===== src/rtl/dvfs_pkg.sv =====
package dvfs_pkg;
    typedef enum logic [1:0] {
        ST_IDLE    = 2'd0,
        ST_V_FIRST = 2'd1,
        ST_F_WAIT  = 2'd2,
        ST_V_LAST  = 2'd3
    } seq_st_e;
endpackage


===== src/rtl/dvfs_arbiter.sv =====
module dvfs_arbiter #(
    parameter int NUM_CORES = 4,
    parameter int FREQ_W    = 3,
    localparam int CNT_W    = $clog2(NUM_CORES + 1)
) (
    input  logic [NUM_CORES*FREQ_W-1:0] req_level,
    input  logic [NUM_CORES-1:0]        core_active,
    output logic [FREQ_W-1:0]           max_level,
    output logic [CNT_W-1:0]            n_active,
    output logic                        any_active
);
    always_comb begin
        max_level = '0;
        n_active  = '0;
        for (int c = 0; c < NUM_CORES; c++) begin
            if (core_active[c]) begin
                n_active = n_active + CNT_W'(1);
                if (req_level[c*FREQ_W +: FREQ_W] > max_level)
                    max_level = req_level[c*FREQ_W +: FREQ_W];
            end
        end
        any_active = |core_active;
    end
endmodule


===== src/rtl/dvfs_vtarget.sv =====
module dvfs_vtarget #(
    parameter int NUM_CORES  = 4,
    parameter int FREQ_W     = 3,
    parameter int VOLT_W     = 8,
    parameter int V_BASE     = 20,
    parameter int V_SLOPE    = 8,
    parameter int V_CORE_OFS = 2,
    localparam int CNT_W     = $clog2(NUM_CORES + 1),
    localparam int LEVELS    = 1 << FREQ_W
) (
    input  logic [FREQ_W-1:0] level,
    input  logic [CNT_W-1:0]  n_active,
    output logic [VOLT_W-1:0] v_target
);
    logic [VOLT_W-1:0] vtab [LEVELS];
    logic [VOLT_W-1:0] extra;

    for (genvar g = 0; g < LEVELS; g++) begin : g_vtab
        assign vtab[g] = VOLT_W'(V_BASE + V_SLOPE * g);
    end

    always_comb begin
        if (n_active == '0) extra = '0;
        else                extra = VOLT_W'(V_CORE_OFS * (int'(n_active) - 1));
        v_target = vtab[level] + extra;
    end
endmodule


===== src/rtl/dvfs_seq.sv =====
module dvfs_seq
    import dvfs_pkg::*;
#(
    parameter int NUM_CORES  = 4,
    parameter int FREQ_W     = 3,
    parameter int VOLT_W     = 8,
    parameter int V_BASE     = 20,
    parameter int V_SLOPE    = 8,
    parameter int V_CORE_OFS = 2,
    parameter int RST_FREQ   = 0,
    localparam int CNT_W     = $clog2(NUM_CORES + 1)
) (
    input  logic                        clk,
    input  logic                        rst_n,
    input  logic [NUM_CORES*FREQ_W-1:0] req_level,
    input  logic [NUM_CORES-1:0]        core_active,
    input  logic                        vr_ack,
    input  logic                        pll_lock,
    output logic [VOLT_W-1:0]           volt_code,
    output logic [FREQ_W-1:0]           freq_code,
    output logic                        busy
);
    localparam logic [FREQ_W-1:0] RST_F = FREQ_W'(RST_FREQ);
    localparam logic [VOLT_W-1:0] RST_V = VOLT_W'(V_BASE + V_SLOPE * RST_FREQ);

    typedef struct packed {
        seq_st_e           st;
        logic [FREQ_W-1:0] f;
        logic [VOLT_W-1:0] v;
        logic [FREQ_W-1:0] tf;
        logic [VOLT_W-1:0] tv;
        logic              wait_ack;
        logic              fresh;
    } seq_s;

    seq_s q, d;

    logic [FREQ_W-1:0] arb_f;
    logic [CNT_W-1:0]  arb_n;
    logic              any_act;
    logic [VOLT_W-1:0] arb_v;

    dvfs_arbiter #(.NUM_CORES(NUM_CORES), .FREQ_W(FREQ_W)) u_arb (
        .req_level  (req_level),
        .core_active(core_active),
        .max_level  (arb_f),
        .n_active   (arb_n),
        .any_active (any_act)
    );

    dvfs_vtarget #(
        .NUM_CORES(NUM_CORES), .FREQ_W(FREQ_W), .VOLT_W(VOLT_W),
        .V_BASE(V_BASE), .V_SLOPE(V_SLOPE), .V_CORE_OFS(V_CORE_OFS)
    ) u_vt (
        .level   (arb_f),
        .n_active(arb_n),
        .v_target(arb_v)
    );

    always_comb begin
        d = q;
        case (q.st)
            ST_IDLE: begin
                if (any_act && (arb_f != q.f || arb_v != q.v)) begin
                    d.tf       = arb_f;
                    d.tv       = arb_v;
                    d.wait_ack = 1'b0;
                    if (arb_f > q.f) begin
                        d.st = ST_V_FIRST;
                    end else if (arb_f < q.f) begin
                        d.f     = arb_f;
                        d.fresh = 1'b1;
                        d.st    = ST_F_WAIT;
                    end else begin
                        d.st = ST_V_LAST;
                    end
                end
            end
            ST_V_FIRST, ST_V_LAST: begin
                if (q.wait_ack) begin
                    if (vr_ack) d.wait_ack = 1'b0;
                end else if (q.v != q.tv) begin
                    d.v        = (q.v < q.tv) ? q.v + VOLT_W'(1) : q.v - VOLT_W'(1);
                    d.wait_ack = 1'b1;
                end else if (q.st == ST_V_FIRST) begin
                    d.f     = q.tf;
                    d.fresh = 1'b1;
                    d.st    = ST_F_WAIT;
                end else begin
                    d.st = ST_IDLE;
                end
            end
            ST_F_WAIT: begin
                if (q.fresh)       d.fresh = 1'b0;
                else if (pll_lock) d.st = (q.v != q.tv) ? ST_V_LAST : ST_IDLE;
            end
            default: d.st = ST_IDLE;
        endcase
    end

    always_ff @(posedge clk or negedge rst_n) begin
        if (!rst_n) begin
            q <= '{st: ST_IDLE, f: RST_F, v: RST_V, tf: RST_F, tv: RST_V,
                   wait_ack: 1'b0, fresh: 1'b0};
        end else begin
            q <= d;
        end
    end

    assign volt_code = q.v;
    assign freq_code = q.f;
    assign busy      = (q.st != ST_IDLE);

    // Rail moves one code at a time, and only after the previous step was acknowledged
    assert_volt_step_R6: assert property (@(posedge clk) disable iff (!rst_n)
        (volt_code != $past(volt_code)) |->
            (!$past(q.wait_ack) &&
             (volt_code == $past(volt_code) + VOLT_W'(1) ||
              volt_code == $past(volt_code) - VOLT_W'(1))));

    // Frequency rises only once the rail sits at its target
    assert_up_order_R4: assert property (@(posedge clk) disable iff (!rst_n)
        (freq_code > $past(freq_code)) |->
            (volt_code == q.tv && $past(q.st) == ST_V_FIRST));

    // Frequency drops straight out of idle, before any rail step
    assert_dn_order_R5: assert property (@(posedge clk) disable iff (!rst_n)
        (freq_code < $past(freq_code)) |->
            ($past(q.st) == ST_IDLE && $stable(volt_code)));

    // Leaving the lock wait needs a lock seen after the settle cycle
    assert_lock_exit_R7: assert property (@(posedge clk) disable iff (!rst_n)
        ($past(q.st) == ST_F_WAIT && q.st != ST_F_WAIT) |->
            ($past(pll_lock) && !$past(q.fresh)));

    // Idle means both codes are held
    assert_idle_quiet_R9: assert property (@(posedge clk) disable iff (!rst_n)
        (!busy && !$past(busy)) |-> ($stable(freq_code) && $stable(volt_code)));

    // With no active core, no transition starts
    assert_no_active_R2: assert property (@(posedge clk) disable iff (!rst_n)
        (q.st == ST_IDLE && !any_act) |=> (q.st == ST_IDLE));
endmodule


===== config.mk =====
export PLATFORM = sky130hd
export DESIGN_NAME = dvfs_seq
export DESIGN_NICKNAME = d
export VERILOG_FILES = /design/src/rtl/dvfs_pkg.sv /design/src/rtl/dvfs_arbiter.sv /design/src/rtl/dvfs_vtarget.sv /design/src/rtl/dvfs_seq.sv
export SDC_FILE = /design/constraint.sdc
export NUM_CORES = 1
export LEC_CHECK = 0
export BUFFER_PORTS_ARGS = -buffer_cell sky130_fd_sc_hd__buf_2
export CAP_MARGIN = 20
export CORE_UTILIZATION = 45
export DETAILED_ROUTE_END_ITERATION = 8
export PLACE_DENSITY_LB_ADDON = 0.25
export SLEW_MARGIN = 20
export SYNTH_ARGS = -nofsm -noshare
export SYNTH_HDL_FRONTEND = slang
export SYNTH_HIERARCHICAL = 1
export SYNTH_SLANG_ARGS = --single-unit

===== constraint.sdc =====
create_clock -name clk -period 4 [get_ports clk]
set_input_delay 0.6 -clock clk [delete_from_list [all_inputs] [get_ports clk]]
set_output_delay 0.6 -clock clk [all_outputs]
set_load 0.005 [all_outputs]

# After elaboration in Yosys (flattened, before gate mapping)
# Memories as Yosys holds them, arrays and structs flattened.
# Cells that the tools add are included.
# word_totals
mem_bits_ro,64
out_inout_bits,12
ram_bits,0
mem_count,1
reg_bits,26
wordCells,95
latchBits,0
# op_classes
n_mux,42
n_eq_ne,14
magnitude_cmp,8
multipliers,0
shift,0
add_sub_neg,7
reduce_logical,14
n_bitwise,2
div,0
# memory_table
memory,words,word_bits,rd,rd_clocked_by_memory_dff,write_ports,line,source
(no name shown),8,8,1,0,0,dvfs_vtarget.sv:25,v_target = vtab[level] + extra;
# ops
operator,count
3-bit 2-to-1 mux,14
8-bit 2-to-1 mux,5
"2-bit != test, second input constant",8
8-bit != test,2
13-bit 2-to-1 mux,1
3-bit greater-than comparator,4
2-bit 2-to-1 mux,6
1-bit 2-to-1 mux,10
5-bit 2-to-1 mux,2
"8-bit by 1-bit adder with 8-bit output, second input constant",1
8-bit adder,1
8-bit less-than comparator,1
"8-bit by 1-bit subtractor with 8-bit output, second input constant",1
7-bit AND reduction,1
"3-bit by 1-bit adder with 3-bit output, second input constant",2
2-bit one-hot mux with 3 select lines,1
3-bit one-hot mux with 2 select lines,1
6-bit AND reduction,1
5-bit AND reduction,1
"2-bit equality test, second input constant",2
"4-bit greater-or-equal comparator, second input constant",1
3-bit inverter with 4-bit output,1
2-bit AND reduction,2
2-bit nonzero test,2
other kinds (16),16

# Logic depth before layout (Yosys ltp)
# logic_depth
ltp_word,22
depth_mapped,32

# By module
# The synthesis kept the hierarchy.
# modules_own_cells
mod,area_each_um2,cells_each,n_inst
dvfs_seq,1849.3,191,1
dvfs_arbiter,494.2,64,1
dvfs_vtarget,270.3,38,1

# Least setup slack after synthesis
# OpenSTA, ideal clock, no wires.
# synth_timing
kind,input port to flip-flop
start,input port core_active[0]
end,register q (netlist bit freq_code[0])
path_stages,29
t_arrival_ns,6.112
setup_ns,0.125
slack_ns,-2.237
n_path_buf,0
path_cell_list,nand2_1 > ha_1 > or2_2 > o211ai_2 > mux2_2 > ha_1 > nand2b_1 > a21oi_1 > nand2_1 > and2_1 > o21bai_1 > ha_1 > inv_1 > o21ai_0 > o2111ai_1 > o21ai_0 > o22ai_1 > ha_1 > ha_1 > nor2b_1 > a21oi_1 > o2bb2ai_1 > xor2_1 > xnor2_1 > nand3_1 > o311ai_4 > nor2_4 > a21oi_4 > mux2_2
# synth_via
elab_chain_cells,20
word_cells_on_any_way,40
classes_between,add/sub (5); order compare (5); eq/ne (5); mux (18); bitwise (1); reduce/logical (5); memory (1)
# synth_rtl
element,line,source
from (decl),dvfs_seq.sv:16,"input logic [NUM_CORES-1:0] core_active,"
3-bit 2-to-1 mux (*),dvfs_arbiter.sv:16,if (core_active[c]) begin
3-bit greater-than comparator,dvfs_arbiter.sv:18,if (req_level[c*FREQ_W +: FREQ_W] > max_level)
3-bit 2-to-1 mux,dvfs_arbiter.sv:18,
3-bit 2-to-1 mux (*),dvfs_arbiter.sv:16,
3-bit greater-than comparator,dvfs_arbiter.sv:18,
3-bit 2-to-1 mux,dvfs_arbiter.sv:18,
3-bit 2-to-1 mux (*),dvfs_arbiter.sv:16,
3-bit greater-than comparator,dvfs_arbiter.sv:18,
[2 not listed],n/a,
via arb_f[1],dvfs_seq.sv:38,logic [FREQ_W-1:0] arb_f;
[2 not listed],n/a,
8-bit 2-to-1 mux (not written as such) (*) (2 in a row),dvfs_vtarget.sv:25,
8-bit adder (*),dvfs_vtarget.sv:25,
via arb_v[6],dvfs_seq.sv:41,logic [VOLT_W-1:0] arb_v;
8-bit != test (*),dvfs_seq.sv:64,if (any_act && (arb_f != q.f || arb_v != q.v)) begin
1-bit logical OR (*),dvfs_seq.sv:64,
1-bit logical AND (*),dvfs_seq.sv:64,
2-bit != test (no source line) (*),n/a,
7-bit AND reduction (no source line) (*),n/a,
to (signal assigned),dvfs_seq.sv:103,"q <= '{st: ST_IDLE, f: RST_F, v: RST_V, tf: RST_F, tv: RST_V,"
to (decl),dvfs_seq.sv:36,"seq_s q, d;"
# The timed path passes the listed nets; every way through them passes the cells marked *. The select of a mux whose other input is x is not followed.
# A chain may end at the register's enable or synchronous reset.

# Worst setup path after layout
# layout_timing
start,input port core_active[0]
end,register q (netlist bit freq_code[1])
# Same word-level chain as after synthesis.

==> reports/qor.txt <==
Critical Path AT: 5.89 ns
Max IR drop VDD: 0.185 mV
RR Endpoint: volt_code[7]
worst r2r src: volt_code[1]
DIE HEIGHT: 78.2 um
Seq cells post-synth: 26
CTS Buf Count: 3
status: finished, violations left
CP Class: input pin to register
WL final: 5.99 mm
required time worst endpoint: 4.18 ns
gp weighted congestion: 0.790
failing checks: setup timing
Die ar.: 6120 um^2
Pleak: 1.76 nW
hpwl dp: 4.38 mm
post-layout net count: 427
Clock Power Share: 0.163
switching power: 536 uW
Chip Width: 78.2 um
initial core utilization: 0.472
pwr dens: 386 nW/um^2
crit share post-route: 1.43
switch share: 0.381
via count: 2257
f_max: 0.175 GHz
# fillers: 473
crit path launch type: input pin
share of cells above drive strength 1: 0.458
Synth Warn #: 6
FFs w/ async S/R, synth: 1.00
met3 Use GR: 0.0186
RSZ-0062 raised after global routing: yes
routing usage on met1: 0.246
critical-path maximum fanout: 4
Setup WS post-layout: -1.72 ns
area added between synthesis and finish: 39.5%
clock skew: 0.00156 ns
total gr overflow: 0
clk slew on worst S/H paths: 0.10 ns
Port Buf Inserts: 31
first-pass GRT wire length: 9.64 mm
Seq/Total Area, Yosys: 0.251
crit end category: register
EDFF count, synth: 0
Comb pwr share: 0.591
dominant synthesized flop cell: dfrtp_1
antenna cells: 0
drt pass-1 iters: 4
FF+latch area: 656 um^2
initial antenna violation count: 0
final setup vio count: 18
vias in the first global route: 2205
Final Hold Slack: 0.304 ns
FP Rows: 27
multi-input logic area: 2060 um^2
Synth Instances: 293
Via density: 5.12
layer with the highest usage: met2
actual slew at the worst max-slew pin: 0.590 ns
Antenna Nets Post-Route: 0
Unique masters post-synth: 54
DP Worst Slack: -2.31 ns
CTS Sinks: 26
CTS Root Cell: clkbuf_8
Layout Cell Area excl Fill: 3650 um^2
Layout Utilization: 0.658
drt first-iter violations: 75
Hold Fails Final Rpt: 0
sequential power share: 0.246
min-delay worst type: input pin to async pin
Int Power: 871 uW
routed len/inst: 13.6 um
Total GRT Usage: 0.196
Post-CTS Hold Fix Bufs: 0
largest net degree at the start of global routing: 27
# IOs: 32
reg2reg setup slack: 0.92 ns
Min Clock Period, post-route: 5.72 ns
Slew headroom: 0.606
H-tree levels: 1
placed instance area: 3200 um^2
worst skew pair latency: 0.28 ns
r2r worst-path depth: 11
area of the core: 5540 um^2
CTS max path bufs: 2
post-route DRC violation count: 0
met2 Use GR: 0.346
Slew Viols, Final: 0
Net Count, Synth: 350
CTS tree: built
Max Cap Violations: 0
Avg Synthesized Cell Area: 8.92 um^2
Netlist Area Pre-Place: 2610 um^2
-- cells in the final DEF, fill, tap and decap left out, drive strengths merged, types with 7 or more instances in the layout --
cell type and n:
dfrtp 22, ha 35, nand2 30, nor2 14
a21oi 17, xnor2 14, mux2 12, o21ai 26
buf 88, inv 32, xor2 7
-- power by group through the flow --
stage	sequential [mW]	combinational, mW	clock (mW)
final	0.346	0.831	0.230
after global routing	0.353	0.908	0.242
after CTS	0.346	0.731	0.237
after detailed placement	0.351	0.662	0
after global placement	0.351	0.644	0
after floorplan	0.337	0.465	0
-- cells by family (layout without fill, tap and decap cells) --
group / Yosys count / count (layout) / synth area share
AO/OA/AOI/OAI: 67 / 67 / 0.178
XOR/XNOR: 21 / 21 / 0.0704
adder cells (fa/ha/maj): 38 / 38 / 0.187
buffers and inverters: 49 / 125 / 0.0938
flip-flops: 26 / 26 / 0.251
multiplexers: 17 / 17 / 0.0809
other: 1 / 1 / 0.00143
AND/OR/NAND/NOR: 74 / 74 / 0.138
-- cells in the mapped netlist (2+ instances only) --
cell | n | area (um^2)
ha_1 | 35 | 438
a211oi_1 | 2 | 15.0
fa_1 | 2 | 40.0
dfstp_2 | 4 | 105
and2_1 | 2 | 12.5
nor3_1 | 4 | 20.0
a21o_1 | 3 | 22.5
or4_1 | 2 | 15.0
nand3_1 | 6 | 30.0
nor2b_1 | 5 | 31.3
nand2_1 | 30 | 113
a21oi_1 | 15 | 75.1
buf_4 | 12 | 90.1
buf_6 | 2 | 22.5
o21ai_2 | 7 | 61.3
mux2_4 | 7 | 105
inv_1 | 31 | 116
xnor2_1 | 14 | 123
mux2i_1 | 5 | 50.1
o2bb2ai_1 | 2 | 17.5
xor2_1 | 7 | 61.3
o21ai_0 | 17 | 85.1
nand4_1 | 3 | 18.8
dfrtp_1 | 22 | 551
clkbuf_1 | 2 | 7.51
o21a_1 | 2 | 15.0
nor2_1 | 13 | 48.8
o211ai_1 | 2 | 15.0
or2_2 | 3 | 18.8
o21ai_1 | 2 | 10.0
mux2_2 | 5 | 56.3
o22ai_1 | 3 | 18.8
-- routing by layer --
metal | up-vias | part of all wire
met1 | 1046 | 0.44
met2 | 47 | 0.52
met5 | - | 0
met4 | 0 | 0.014
li1 | 1157 | -
met3 | 7 | 0.025
-- metrics by stage --
step	TNS, ns	total power [mW]	instances
6_report	-29.16	1.41	441
5_1_grt	-33.77	1.50	441
4_1_cts	-28.72	1.31	433
3_5_place_dp	-39.01	1.01	422
3_3_place_gp	-36.61	0.995	422
2_1_floorplan	-29.83	0.801	293
-- how the worst max path moves through the flow --
stage	slack (ns)	cells after the start	startpoint	to
2_1_floorplan	-1.83	28	core_active[0]	freq_code[0]
3_3_place_gp	-2.17	26	core_active[0]	freq_code[0]
3_5_place_dp	-2.31	26	core_active[0]	freq_code[1]
4_1_cts	-1.72	29	core_active[0]	freq_code[1]
5_1_grt	-1.96	30	core_active[0]	freq_code[1]
6_report	-1.72	27	core_active[0]	freq_code[1]
-- state kept, by name (all words and copies together), names as in the netlist --
name       flops
volt_code      8
q             15
freq_code      3
-- worst max-delay path: stages --
cell       delay (ns)
buf_12           0.10
nand2_8          0.05
ha_4             0.15
or2_4            0.27
o21ai_4          0.14
mux2i_1          0.27
inv_1            0.07
ha_1             0.29
o21ai_1          0.24
a21oi_4          0.05
buf_4            0.15
mux2i_4          0.18
ha_1             0.36
o2111ai_4        0.35
mux2i_4          0.33
ha_4             0.24
ha_4             0.26
nor2b_4          0.16
a21oi_2          0.07
o2bb2ai_2        0.17
xor2_2           0.21
xnor2_1          0.17
nand3_2          0.13
o311ai_4         0.29
nor2_4           0.09
a21oi_4          0.20
mux2_4           0.31
-- repair_timing --
item,CTS,global route
resized for setup,23,23
endpoints found under the setup margin,18,18
gates cloned,0,1
setup buffers,8,7
pin swaps,23,29
-- area by class of cell --
cell class / instances / share of cell area
Tap cell: 72 / 0.0247
Clock inverter: 1 / 0.00824
Sequential cell: 26 / 0.180
Multi-Input combinational cell: 218 / 0.564
Timing Repair Buffer: 89 / 0.179
Clock buffer: 3 / 0.0113
Inverter: 32 / 0.0329
Note: power is estimated with default switching activity, not from simulation.
